[src/rtl/zol_pkg.sv]
package zol_pkg;

  // Action chosen for the loop stack in one cycle
  typedef enum logic [1:0] {
    ACT_NONE    = 2'd0,
    ACT_PUSH    = 2'd1,
    ACT_ADVANCE = 2'd2,
    ACT_RETIRE  = 2'd3
  } zol_act_e;

endpackage

[src/rtl/zol_stack.sv]
module zol_stack #(
  parameter int DEPTH = 4,
  parameter int AW    = 32,
  parameter int CW    = 16,
  parameter int DW    = $clog2(DEPTH + 1)
) (
  input  logic          clk,
  input  logic          rst,
  input  logic          push,
  input  logic [AW-1:0] push_start,
  input  logic [AW-1:0] push_end,
  input  logic [CW-1:0] push_count,
  input  logic          pop,
  input  logic          dec,
  output logic [AW-1:0] top_start,
  output logic [AW-1:0] top_end,
  output logic [CW-1:0] top_count,
  output logic [DW-1:0] level,
  output logic          full
);

  localparam int IW = (DEPTH > 1) ? $clog2(DEPTH) : 1;

  logic [AW-1:0] slot_start [DEPTH];
  logic [AW-1:0] slot_end   [DEPTH];
  logic [CW-1:0] slot_count [DEPTH];
  logic [DW-1:0] level_q;
  logic [IW-1:0] top_idx;

  // Per-slot write: a push fills the slot just above the top,
  // a decrement rewrites the count of the top slot.
  for (genvar g = 0; g < DEPTH; g++) begin : g_slot
    always_ff @(posedge clk) begin
      if (push && level_q == DW'(g)) begin
        slot_start[g] <= push_start;
        slot_end[g]   <= push_end;
        slot_count[g] <= push_count;
      end else if (dec && level_q == DW'(g + 1)) begin
        slot_count[g] <= slot_count[g] - CW'(1);
      end
    end
  end

  always_ff @(posedge clk) begin
    if (rst) begin
      level_q <= '0;
    end else if (push) begin
      level_q <= level_q + DW'(1);
    end else if (pop) begin
      level_q <= level_q - DW'(1);
    end
  end

  always_comb begin
    if (level_q == '0) begin
      top_idx = '0;
    end else begin
      top_idx = IW'(level_q - DW'(1));
    end
  end

  assign top_start = slot_start[top_idx];
  assign top_end   = slot_end[top_idx];
  assign top_count = slot_count[top_idx];
  assign level     = level_q;
  assign full      = (level_q == DW'(DEPTH));

  AST_STACK_EXCLUSIVE: assert property (@(posedge clk) disable iff (rst)
    push |-> !(pop || dec));
  AST_NO_UNDERFLOW: assert property (@(posedge clk) disable iff (rst)
    (pop || dec) |-> level_q != '0);
  AST_NO_OVERFLOW: assert property (@(posedge clk) disable iff (rst)
    push |-> level_q != DW'(DEPTH));
  AST_LEVEL_BOUND: assert property (@(posedge clk) disable iff (rst)
    level_q <= DW'(DEPTH));

endmodule

[src/rtl/zol_decide.sv]
module zol_decide
  import zol_pkg::*;
#(
  parameter int AW = 32,
  parameter int CW = 16
) (
  input  logic          setup_valid,
  input  logic [CW-1:0] setup_count,
  input  logic [AW-1:0] setup_end,
  input  logic          fetch_valid,
  input  logic [AW-1:0] fetch_pc,
  input  logic          held,
  input  logic          full,
  input  logic [AW-1:0] top_start,
  input  logic [AW-1:0] top_end,
  input  logic [CW-1:0] top_count,
  output zol_act_e      act,
  output logic          redirect_valid,
  output logic [AW-1:0] redirect_pc,
  output logic          ovf_set
);

  logic end_hit;

  // Only the innermost context is compared with the fetch address.
  assign end_hit = fetch_valid && held && (fetch_pc == top_end);

  always_comb begin
    act            = ACT_NONE;
    redirect_valid = 1'b0;
    redirect_pc    = top_start;
    ovf_set        = 1'b0;
    if (setup_valid) begin
      if (setup_count == '0) begin
        redirect_valid = 1'b1;
        redirect_pc    = setup_end + AW'(1);
      end else if (full) begin
        ovf_set = 1'b1;
      end else begin
        act = ACT_PUSH;
      end
    end else if (end_hit) begin
      if (top_count > CW'(1)) begin
        act            = ACT_ADVANCE;
        redirect_valid = 1'b1;
      end else begin
        act = ACT_RETIRE;
      end
    end
  end

endmodule

[src/rtl/zol_ctrl.sv]
module zol_ctrl
  import zol_pkg::*;
#(
  parameter int DEPTH = 4,
  parameter int AW    = 32,
  parameter int CW    = 16
) (
  input  logic                       clk,
  input  logic                       rst,
  input  logic                       setup_valid,
  input  logic [CW-1:0]              setup_count,
  input  logic [AW-1:0]              setup_start,
  input  logic [AW-1:0]              setup_end,
  input  logic                       fetch_valid,
  input  logic [AW-1:0]              fetch_pc,
  output logic                       redirect_valid,
  output logic [AW-1:0]              redirect_pc,
  output logic                       loop_active,
  output logic [$clog2(DEPTH+1)-1:0] depth,
  output logic                       overflow_err
);

  localparam int DW = $clog2(DEPTH + 1);

  zol_act_e      act;
  logic          ovf_set;
  logic          stk_full;
  logic [DW-1:0] level;
  logic [AW-1:0] top_start;
  logic [AW-1:0] top_end;
  logic [CW-1:0] top_count;
  logic          err_q;

  zol_stack #(
    .DEPTH (DEPTH),
    .AW    (AW),
    .CW    (CW),
    .DW    (DW)
  ) u_stack (
    .clk        (clk),
    .rst        (rst),
    .push       (act == ACT_PUSH),
    .push_start (setup_start),
    .push_end   (setup_end),
    .push_count (setup_count),
    .pop        (act == ACT_RETIRE),
    .dec        (act == ACT_ADVANCE),
    .top_start  (top_start),
    .top_end    (top_end),
    .top_count  (top_count),
    .level      (level),
    .full       (stk_full)
  );

  zol_decide #(
    .AW (AW),
    .CW (CW)
  ) u_decide (
    .setup_valid    (setup_valid),
    .setup_count    (setup_count),
    .setup_end      (setup_end),
    .fetch_valid    (fetch_valid),
    .fetch_pc       (fetch_pc),
    .held           (level != '0),
    .full           (stk_full),
    .top_start      (top_start),
    .top_end        (top_end),
    .top_count      (top_count),
    .act            (act),
    .redirect_valid (redirect_valid),
    .redirect_pc    (redirect_pc),
    .ovf_set        (ovf_set)
  );

  always_ff @(posedge clk) begin
    if (rst) begin
      err_q <= 1'b0;
    end else if (ovf_set) begin
      err_q <= 1'b1;
    end
  end

  assign overflow_err = err_q;
  assign loop_active  = (level != '0);
  assign depth        = level;

  AST_PUSH_GROWS: assert property (@(posedge clk) disable iff (rst)
    (setup_valid && setup_count != '0 && depth != DW'(DEPTH))
      |=> depth == $past(depth) + DW'(1));
  AST_ADVANCE_HOLDS: assert property (@(posedge clk) disable iff (rst)
    (!setup_valid && redirect_valid) |=> depth == $past(depth));
  AST_RETIRE_SHRINKS: assert property (@(posedge clk) disable iff (rst)
    (!setup_valid && fetch_valid && loop_active && !redirect_valid && fetch_pc == top_end)
      |=> depth == $past(depth) - DW'(1));
  AST_ZERO_NO_PUSH: assert property (@(posedge clk) disable iff (rst)
    (setup_valid && setup_count == '0) |=> depth == $past(depth));
  AST_OVF_KEEPS: assert property (@(posedge clk) disable iff (rst)
    (setup_valid && setup_count != '0 && depth == DW'(DEPTH))
      |=> (overflow_err && depth == $past(depth)));
  AST_ERR_STICKY: assert property (@(posedge clk) disable iff (rst)
    overflow_err |=> overflow_err);
  AST_IDLE_QUIET: assert property (@(posedge clk) disable iff (rst)
    (!setup_valid && !loop_active) |-> !redirect_valid);
  AST_NO_FETCH_QUIET: assert property (@(posedge clk) disable iff (rst)
    (!setup_valid && !fetch_valid) |=> depth == $past(depth));

endmodule

[config.mk]
export PLATFORM = sky130hd
export DESIGN_NAME = zol_ctrl
export DESIGN_NICKNAME = d
export VERILOG_FILES = /design/src/rtl/zol_pkg.sv /design/src/rtl/zol_stack.sv /design/src/rtl/zol_decide.sv /design/src/rtl/zol_ctrl.sv
export SDC_FILE = /design/constraint.sdc
export NUM_CORES = 1
export LEC_CHECK = 0
export CAP_MARGIN = 5
export CORE_MARGIN = 5
export CORE_UTILIZATION = 30
export DETAILED_ROUTE_END_ITERATION = 8
export GPL_TIMING_DRIVEN = 1
export PLACE_DENSITY = 0.47
export SETUP_SLACK_MARGIN = 0.1
export SKIP_CTS_REPAIR_TIMING = 1
export SLEW_MARGIN = 25
export SYNTH_ARGS = -nofsm -noshare
export SYNTH_HDL_FRONTEND = slang
export SYNTH_SLANG_ARGS = --single-unit
[constraint.sdc]
create_clock -name clk -period 14.98 [get_ports clk]
set_clock_uncertainty 0.05 [all_clocks]
set_input_delay 2.996 -clock clk [delete_from_list [all_inputs] [get_ports clk]]
set_output_delay 2.996 -clock clk [all_outputs]
set_load 0.02 [all_outputs]
==> results of run 1 <==
-- power by group through the flow --
stage / combinational, mW / sequential (mW) / clock [mW]
after floorplan: 0.348 / 1.12 / 0
after detailed placement: 0.623 / 1.12 / 0
final: 0.611 / 1.10 / 0.875
after CTS: 0.627 / 1.10 / 0.898
after global routing: 0.668 / 1.10 / 0.935
after global placement: 0.623 / 1.12 / 0
-- cell usage after synthesis (all sizes together), types with 3 or more instances --
cell and n:
o22ai 29, nor4 24, o31ai 7, o41ai 4, o21ai 18, a22oi 6, or4 3, mux2i 36
ha 11, a21oi 35, nand4 19, xor2 75, mux2 57, and3 13, clkbuf 27, buf 22
a211oi 4, edfxtp 320, nor2 59, nor2b 6, a31oi 43, nand2b 5, dfxtp 4, o221ai 18
or3 4, nor3b 3, inv 18, nor3 20, nand2 119, nand3 36, o221a 4, xnor2 35
-- cell families (layout without fill, tap and decap cells) --
group	after synthesis	in the layout	synth area share [%]
xor+xnor	110	110	6.476
compound gates	178	178	7.878
mux	94	94	7.536
fa+ha+maj	11	11	0.9180
other cells	0	2	0
flops	324	324	64.62
buf+inv	67	252	2.153
simple gates	317	317	10.41
-- final cells by class --
type,count,area [um^2]
multi-input combinational,710,5036
timing repair buffer,166,1633
clock inverter,15,103.9
antenna,2,5.005
tap,672,840.8
inverter,18,67.56
sequential,324,9691
clock buffer,53,1050
fill,4812,31330
-- final timing paths --
kind | cells past startpoint | slack [ns] | endpoint | from
worst max-delay path | 11 | 5.63 | redirect_pc[31] | setup_end[0]
worst min-delay path | 2 | 0.45 | overflow_err$_SDFFE_PP0P_ | overflow_err$_SDFFE_PP0P_
worst max register to register | 13 | 8.92 | u_stack.slot_count[2][12]$_DFFE_PP_ | u_stack.level[0]$_SDFFE_PP0P_
worst min register to register | 2 | 0.45 | overflow_err$_SDFFE_PP0P_ | overflow_err$_SDFFE_PP0P_
-- critical path, delay by kind of cell --
| family | cells | cell delay, ns |
|---|---|---|
| and+or+nand+nor | 7 | 1.63 |
| buffers and inverters | 2 | 1.31 |
| xor gates and xnor gates | 1 | 0.19 |
| AOI/OAI and AO/OA | 1 | 0.17 |
-- state kept, by name, summed over array words and instances (netlist names) --
signal	cells
overflow_err	1
u_stack.level	3
u_stack.slot_count	64
u_stack.slot_end	128
u_stack.slot_start	128
-- placed cells by master, fill, tap and decap left out, types with 5 or more instances in the layout --
cell type,count
nand4_1,19
nor3_1,19
a31oi_1,43
nor4_1,23
mux2i_1,35
clkinv_1,9
o21ai_0,16
nand2_1,118
clkbuf_1,13
xor2_1,75
mux2_2,29
o221ai_1,17
buf_4,12
xnor2_1,34
clkdlybuf4s50_1,153
mux2_4,28
o22ai_1,29
edfxtp_1,320
nand3_1,32
a21oi_1,34
inv_1,18
nor2b_1,6
ha_1,11
a22oi_1,6
and3_1,11
nor2_1,56
o31ai_1,7
clkbuf_16,40
nand2b_1,5
-- metal layers --
metal / vias to the layer above / part of all wire (%) / GRT usage [%]
met2: 211 / 47 / 26.00
met5: - / 0.063 / 0
met1: 4879 / 46 / 21.67
li1: 4554 / - / -
met4: 4 / 2.0 / 4.276
met3: 56 / 5.6 / 4.035
-- per-stage QoR --
stage	setup WS, ns	hold slack (ns)	utilization (%)
2_1_floorplan	7.064	0.5231	-
3_3_place_gp	5.649	0.4141	34.69
3_5_place_dp	5.638	0.4416	34.70
4_1_cts	5.606	0.4538	37.02
5_1_grt	5.380	0.4913	37.02
6_report	5.628	0.4461	37.03
==> results.json, run 1 <==
{
  "outcome": "finished clean",
  "design_area_um2": 18430,
  "slew_headroom_pct": 37.32,
  "avgRoutedWirePerCell_um": 22.68,
  "drt_iter0_drc": 666,
  "clk_pin_slew_ns": 0.05,
  "die_w_um": 233.6,
  "drc": 0,
  "synthFlopType": "edfxtp_1",
  "final-setup-viol-count": 0,
  "cts_tree": "done",
  "max_freq_mhz": 106.9,
  "drive_gt1_share_pct": 11.04,
  "cts_buffers": 39,
  "pwr-share-comb_pct": 23.6,
  "place_inst": 1890,
  "fp.dieArea_um2": 54550,
  "fp-row-count": 82,
  "end_kind": "primary output",
  "total_power_mw": 2.585,
  "grt_overflow": 0,
  "synth_fp_nets": 1228,
  "period_share_pct": 62.43,
  "initial_utilization_pct": 30.13,
  "powerDensity_nw_per_um2": 140.3,
  "crit_type": "in2out",
  "grt_max_degree": 67,
  "grt_pass1_vias": 9994,
  "io_pins": 154,
  "areaGrowthSynthToFinish_pct": 22.90,
  "drv_slew": 0,
  "synth_edf_count": 320,
  "antenna_found_initial": 4,
  "coreArea_um2": 49760,
  "critPathMaxFanout": 7,
  "synth_top_area_cell": "edfxtp_1",
  "syn_area_per_cell_um2": 13.62,
  "irDropWorstVdd_uv": 66.61,
  "tightest_slew_ns": 0.9402,
  "synth-seq-cells": 324,
  "cap_violations": 0,
  "place_congestion": 0.7494,
  "crit_path_frequent_cell": "and3_1",
  "synth.top_cell.area_share_pct": 64.09,
  "leakagePower_nw": 6.144,
  "synth.distinct_cells": 56,
  "crit_chain": "clkdlybuf4s50_1 -> and3_1 -> and3_1 -> nor2b_1 -> and3_1 -> nand2_1 -> nor2_1 -> nand3_1 -> xor2_1 -> a21oi_1 -> clkdlybuf4s50_1",
  "ys_warn_count": 0,
  "switching_share_pct": 29.91,
  "p_switching_mw": 0.7733,
  "seq_power_share_pct": 42.5,
  "start_kind": "primary input",
  "wirelength_um": 44450,
  "rsz0062_at_grt": "no",
  "timing.final.crit_period_ns": 9.352,
  "final.setup.tns_ns": 0,
  "arrival_ns": 6.31,
  "hold_violations": 0,
  "vias_per_cell": 4.951,
  "cpMaxStageDelayCell": "clkdlybuf4s50_1",
  "hpwl_um": 28230,
  "clk-insertion-delay-late_ns": 0.56,
  "min_path_type": "reg2reg",
  "syn_inst": 1101,
  "placed_area_um2": 17270,
  "p_int_mw": 1.812,
  "cpPeakStageDelay_ns": 0.69,
  "fin_nets": 1386,
  "ys_seq_area_share_pct": 64.62,
  "finalNonFillerCells": 1960,
  "mappedNetlistArea_um2": 14990,
  "htree_levels": 2,
  "clockPowerShare_pct": 33.8,
  "firstDrtPassIters": 4,
  "required_ns": 11.93,
  "track_usage_pct": 16.09,
  "clock_path_buffers": 3,
  "ant_nets": 0,
  "grt_pass1_wl_um": 65580,
  "async_reset_ff_share_pct": 0,
  "io_buffers": 153,
  "clockRootBuffer": "clkbuf_16",
  "die_h_um": 233.6,
  "vias": 9704,
  "synth.area.top_cells": "edfxtp_1, xor2_1, nand2_1, mux2_4, mux2i_1",
  "cts.sinks": 324
}
Note: power is estimated with default switching activity, not from simulation.
==> run 2: changes to the inputs <==
==> constraint.sdc (replaced) <==
create_clock -name clk -period 8.7 [get_ports clk]
set_clock_uncertainty 0.05 [all_clocks]
set_input_delay 1.74 -clock clk [delete_from_list [all_inputs] [get_ports clk]]
set_output_delay 1.74 -clock clk [all_outputs]
set_load 0.02 [all_outputs]
==> run 2 against run 1 <==
Against the previous run: die area unchanged; non-clock buffer count increased by 4; first-iteration DRC count down 20%; sequential power grew 73%.
==> results.json, run 2 (synthesized netlist as in run 1, its figures left out) <==
{
  "hpwl_um": 29670,
  "final-setup-viol-count": 0,
  "cap_violations": 0,
  "irDropWorstVdd_uv": 160.5,
  "avgRoutedWirePerCell_um": 22.87,
  "fin_nets": 1391,
  "final.setup.tns_ns": 0,
  "place_inst": 1894,
  "drive_gt1_share_pct": 11.84,
  "largestRegisters": "u_stack.slot_end: 128 flops, u_stack.slot_start: 128 flops, u_stack.slot_count: 64 flops",
  "outcome": "finished clean",
  "fp.dieArea_um2": 54550,
  "finalNonFillerCells": 1965,
  "clk-insertion-delay-late_ns": 0.56,
  "drt_iter0_drc": 531,
  "crit_type": "reg2out",
  "design_area_um2": 18570,
  "initial_utilization_pct": 30.13,
  "start_kind": "flip-flop",
  "die_w_um": 233.6,
  "hold_violations": 0,
  "leakagePower_nw": 6.231,
  "r2r-end": "u_stack.slot_count[2][5]$_DFFE_PP_",
  "clock_path_buffers": 3,
  "vias": 9756,
  "drc": 0,
  "drv_slew": 0,
  "firstDrtPassIters": 5,
  "antenna_found_initial": 3,
  "timing.final.crit_period_ns": 7.136,
  "grt_overflow": 0,
  "cts.sinks": 324,
  "total_power_mw": 4.578,
  "min_from": "overflow_err$_SDFFE_PP0P_",
  "ant_nets": 0,
  "pre_cts_ws_ns": 1.719,
  "max_freq_mhz": 140.1,
  "slew_headroom_pct": 31.17,
  "clk_pin_slew_ns": 0.06,
  "areaGrowthSynthToFinish_pct": 23.86,
  "tightest_slew_ns": 1.023,
  "holdWs_ns": 0.4413,
  "min_to": "overflow_err$_SDFFE_PP0P_",
  "vias_per_cell": 4.965,
  "grt_pass1_vias": 10030,
  "end_kind": "primary output",
  "wirelength_um": 44940,
  "final_cell_mix": "edfxtp_1, clkdlybuf4s50_1, nand2_1",
  "min_path_cells": 2,
  "placed_area_um2": 17290,
  "io_pins": 154,
  "min_path_type": "reg2reg",
  "clockRootBuffer": "clkbuf_16",
  "htree_levels": 2,
  "ff2ff_setup_slack_ns": 3.18,
  "fin_util_pct": 37.32,
  "cts_buffers": 40,
  "powerDensity_nw_per_um2": 246.5,
  "arrival_ns": 5.35,
  "die_h_um": 233.6,
  "required_ns": 6.91,
  "layout_setup_ws_ns": 1.564,
  "place_congestion": 0.7946,
  "track_usage_pct": 16.24,
  "fp-row-count": 82,
  "rsz0062_at_grt": "no",
  "io_buffers": 153,
  "grt_pass1_wl_um": 65820,
  "mostFrequentLayoutCell": "edfxtp_1",
  "coreArea_um2": 49760,
  "grt_max_degree": 57,
  "critPathMaxFanout": 19,
  "cts_tree": "done",
  "r2r_start": "u_stack.level[0]$_SDFFE_PP0P_",
  "r2r_cells": 12,
  "period_share_pct": 82.02
}
==> run 2: cell types whose count changed in the layout (fill, tap and decap cells not counted), moves of 2 or more <==
| cell | before | now |
|---|---|---|
| buf_4 | 12 | 17 |
| bufinv_16 | 1 | 3 |
| clkbuf_1 | 13 | 7 |
| clkbuf_16 | 40 | 42 |
| clkbuf_8 | 0 | 2 |
| clkinv_2 | 3 | 6 |
==> run 2: worst max-delay path, cell delays in order, from the launching register on <==
cell and delay (ns):
dfxtp_2 0.32, inv_1 0.51, ha_1 0.63, nor2_1 0.14
a21oi_2 0.71, buf_4 0.33, o221ai_1 0.14, xor2_1 0.27
nand4_1 0.13, nor3_1 0.28, and3_1 0.51, a21o_1 0.21
clkdlybuf4s50_1 0.61
==> run 2: area by class of cell <==
type                    count  area (um^2)
diodes                      1        2.502
clock buffers              51         1105
clock inverters            19        175.2
fillers                  4774        31190
inverters                  18        67.56
multi-input cells         710         5030
flip-flops and latches    324         9691
well taps                 672        840.8
repair buffers            170         1659
==> run 2: layer usage <==
metal / routed length [um] / share of wire (%) / vias up / global-route usage, %
li1: - / - / 4569 / -
met2: 21320 / 47 / 245 / 26.41
met4: 843 / 1.9 / 2 / 4.331
met3: 2607 / 5.8 / 53 / 3.890
met1: 20150 / 45 / 4887 / 21.86
met5: 16 / 0.036 / - / 0
==> run 2: power by group <==
| part | internal, mW | switching (mW) | total [mW] | leakage [nW] |
|---|---|---|---|---|
| logic | 0.395 | 0.647 | 1.04 | 2.64 |
| registers | 1.85 | 0.0420 | 1.90 | 2.96 |
| clock network | 0.983 | 0.657 | 1.64 | 0.630 |
==> run 2: how the worst max path moves through the flow <==
stage / start / to / slack [ns] / depth (start not counted)
final: u_stack.level[0]$_SDFFE_PP0P_ / redirect_valid / 1.56 / 12
after global routing: u_stack.level[0]$_SDFFE_PP0P_ / redirect_valid / 1.26 / 12
after CTS: u_stack.level[0]$_SDFFE_PP0P_ / redirect_valid / 1.52 / 12
after floorplan: setup_count[12] / u_stack.slot_count[1][0]$_DFFE_PP_ / 2.18 / 8
after detailed placement: setup_end[0] / redirect_pc[30] / 1.72 / 11
after global placement: setup_end[0] / redirect_pc[28] / 1.74 / 11
==> run 3: changes to the inputs <==
--- a/config.mk
+++ b/config.mk
@@ -10,7 +10,7 @@
 export CORE_UTILIZATION = 30
 export DETAILED_ROUTE_END_ITERATION = 8
 export GPL_TIMING_DRIVEN = 1
-export PLACE_DENSITY = 0.47
+export PLACE_DENSITY = 0.48
 export SETUP_SLACK_MARGIN = 0.1
 export SKIP_CTS_REPAIR_TIMING = 1
 export SLEW_MARGIN = 25
==> constraint.sdc (replaced) <==
create_clock -name clk -period 5.85 [get_ports clk]
set_clock_uncertainty 0.05 [all_clocks]
set_input_delay 1.17 -clock clk [delete_from_list [all_inputs] [get_ports clk]]
set_output_delay 1.17 -clock clk [all_outputs]
set_load 0.02 [all_outputs]
==> run 3 against run 2 <==
Against the previous run: worst setup slack lost 1.2 ns; count of clock-buffer cells in the layout grew 6; hold slack improved by 0.0083 ns; register-to-register slack worse by 1.9 ns; largest cell class unchanged; wire length grew 1.8%; combinational power up 58%; sequential power is 48% higher.
==> results.json, run 3 (synthesized netlist as in run 1, its figures left out) <==
{
  "outcome": "finished clean",
  "vias": 9950,
  "grt_max_degree": 65,
  "drc": 0,
  "required_ns": 4.63,
  "clockRootBuffer": "clkbuf_16",
  "die_w_um": 233.6,
  "clock_path_buffers": 3,
  "setup.worst_path.end": "redirect_valid",
  "r2r-end": "u_stack.slot_count[2][1]$_DFFE_PP_",
  "start_kind": "flip-flop",
  "clk_pin_slew_ns": 0.06,
  "largestRegisters": "u_stack.slot_end: 128 flops, u_stack.slot_start: 128 flops, u_stack.slot_count: 64 flops",
  "hold_violations": 0,
  "avgRoutedWirePerCell_um": 22.79,
  "timing.final.crit_period_ns": 5.513,
  "place_congestion": 0.7909,
  "min_path_cells": 2,
  "final.setup.tns_ns": 0,
  "worstSetupStartpoint": "u_stack.level[1]$_SDFFE_PP0P_",
  "vias_per_cell": 4.955,
  "r2r_start": "u_stack.level[1]$_SDFFE_PP0P_",
  "areaGrowthSynthToFinish_pct": 25.64,
  "dr_wl_met3_um": 2667,
  "drt_iter0_drc": 750,
  "wirelength_um": 45770,
  "htree_levels": 2,
  "cap_violations": 0,
  "dr_wl_met2_um": 21180,
  "cts.sinks": 324,
  "grt_pass1_wl_um": 66330,
  "firstDrtPassIters": 5,
  "rsz0062_at_grt": "no",
  "grt_overflow": 0,
  "ff2ff_setup_slack_ns": 1.33,
  "io_pins": 154,
  "place_inst": 1936,
  "irDropWorstVdd_uv": 205.0,
  "end_kind": "primary output",
  "cts_buffers": 38,
  "final-setup-viol-count": 0,
  "cts_tree": "done",
  "min_path_type": "reg2reg",
  "critPathMaxFanout": 32,
  "mostFrequentLayoutCell": "edfxtp_1",
  "hpwl_um": 31120,
  "slew_headroom_pct": 36.07,
  "drive_gt1_share_pct": 14.38,
  "fp.dieArea_um2": 54550,
  "ant_nets": 0,
  "final_cell_mix": "edfxtp_1, clkdlybuf4s50_1, nand2_1",
  "max_freq_mhz": 181.4,
  "top_layer_used": "met5",
  "arrival_ns": 4.29,
  "grt_pass1_vias": 10070,
  "clk-insertion-delay-late_ns": 0.55,
  "r2r_cells": 13,
  "leakagePower_nw": 6.393,
  "drv_slew": 0,
  "fin_nets": 1432,
  "finalNonFillerCells": 2008,
  "io_buffers": 153,
  "antenna_found_initial": 2,
  "crit_type": "reg2out",
  "wl_met1_um": 21030,
  "coreArea_um2": 49760,
  "track_usage_pct": 16.38,
  "tightest_slew_ns": 0.9503,
  "die_h_um": 233.6,
  "initial_utilization_pct": 30.13,
  "powerDensity_nw_per_um2": 353.8,
  "period_share_pct": 94.24,
  "fp-row-count": 82
}
==> run 3: layout make-up <==
class,count,area [um^2]
well taps,672,840.8
clock inverters,13,81.33
clock buffers,57,1064
multi-input cells,710,5036
inverters,18,67.56
fillers,4749,30920
repair buffers,213,2056
flip-flops and latches,324,9691
diodes,1,2.502
==> run 3: worst min-delay path by stage <==
stage,startpoint,end
after floorplan,u_stack.slot_count[2][0]$_DFFE_PP_,u_stack.slot_count[2][0]$_DFFE_PP_
after global placement,overflow_err$_SDFFE_PP0P_,overflow_err$_SDFFE_PP0P_
after detailed placement,overflow_err$_SDFFE_PP0P_,overflow_err$_SDFFE_PP0P_
after CTS,overflow_err$_SDFFE_PP0P_,overflow_err$_SDFFE_PP0P_
after global routing,overflow_err$_SDFFE_PP0P_,overflow_err$_SDFFE_PP0P_
final,overflow_err$_SDFFE_PP0P_,overflow_err$_SDFFE_PP0P_
==> run 3: layer usage <==
layer	vias to the layer above	GRT usage [%]
met5	-	0
met4	2	4.276
met3	56	3.634
met2	249	25.68
met1	5000	23.08
li1	4643	-
==> run 3: power by group <==
part | switching (mW) | internal (mW)
logic | 1.00 | 0.637
clock network | 0.945 | 1.27
registers | 0.0626 | 2.75
==> run 3: worst max-delay path, stage by stage (launching register included) <==
cell and delay, ns:
dfxtp_1 0.36, inv_1 0.13, ha_2 0.42, nor2b_1 0.29, inv_1 0.29, nand2_1 0.17
buf_6 0.32, mux4_2 0.56, nand3_1 0.10, buf_4 0.22, a21o_1 0.20, clkdlybuf4s50_1 0.62
==> run 3: through the flow <==
stage	hold WS [ns]	worst slack [ns]	utilization, %	cell area [um^2]	total power [mW]
floorplan	0.5231	0.7790	-	15000	3.754
detailed placement	0.4413	0.4112	35.48	17650	4.499
global route	0.4832	0.1335	37.85	18840	6.958
CTS	0.4542	0.01052	37.78	18800	6.729
global placement	0.4770	0.4073	35.48	17650	4.507
finish	0.4497	0.3370	37.86	18840	6.665
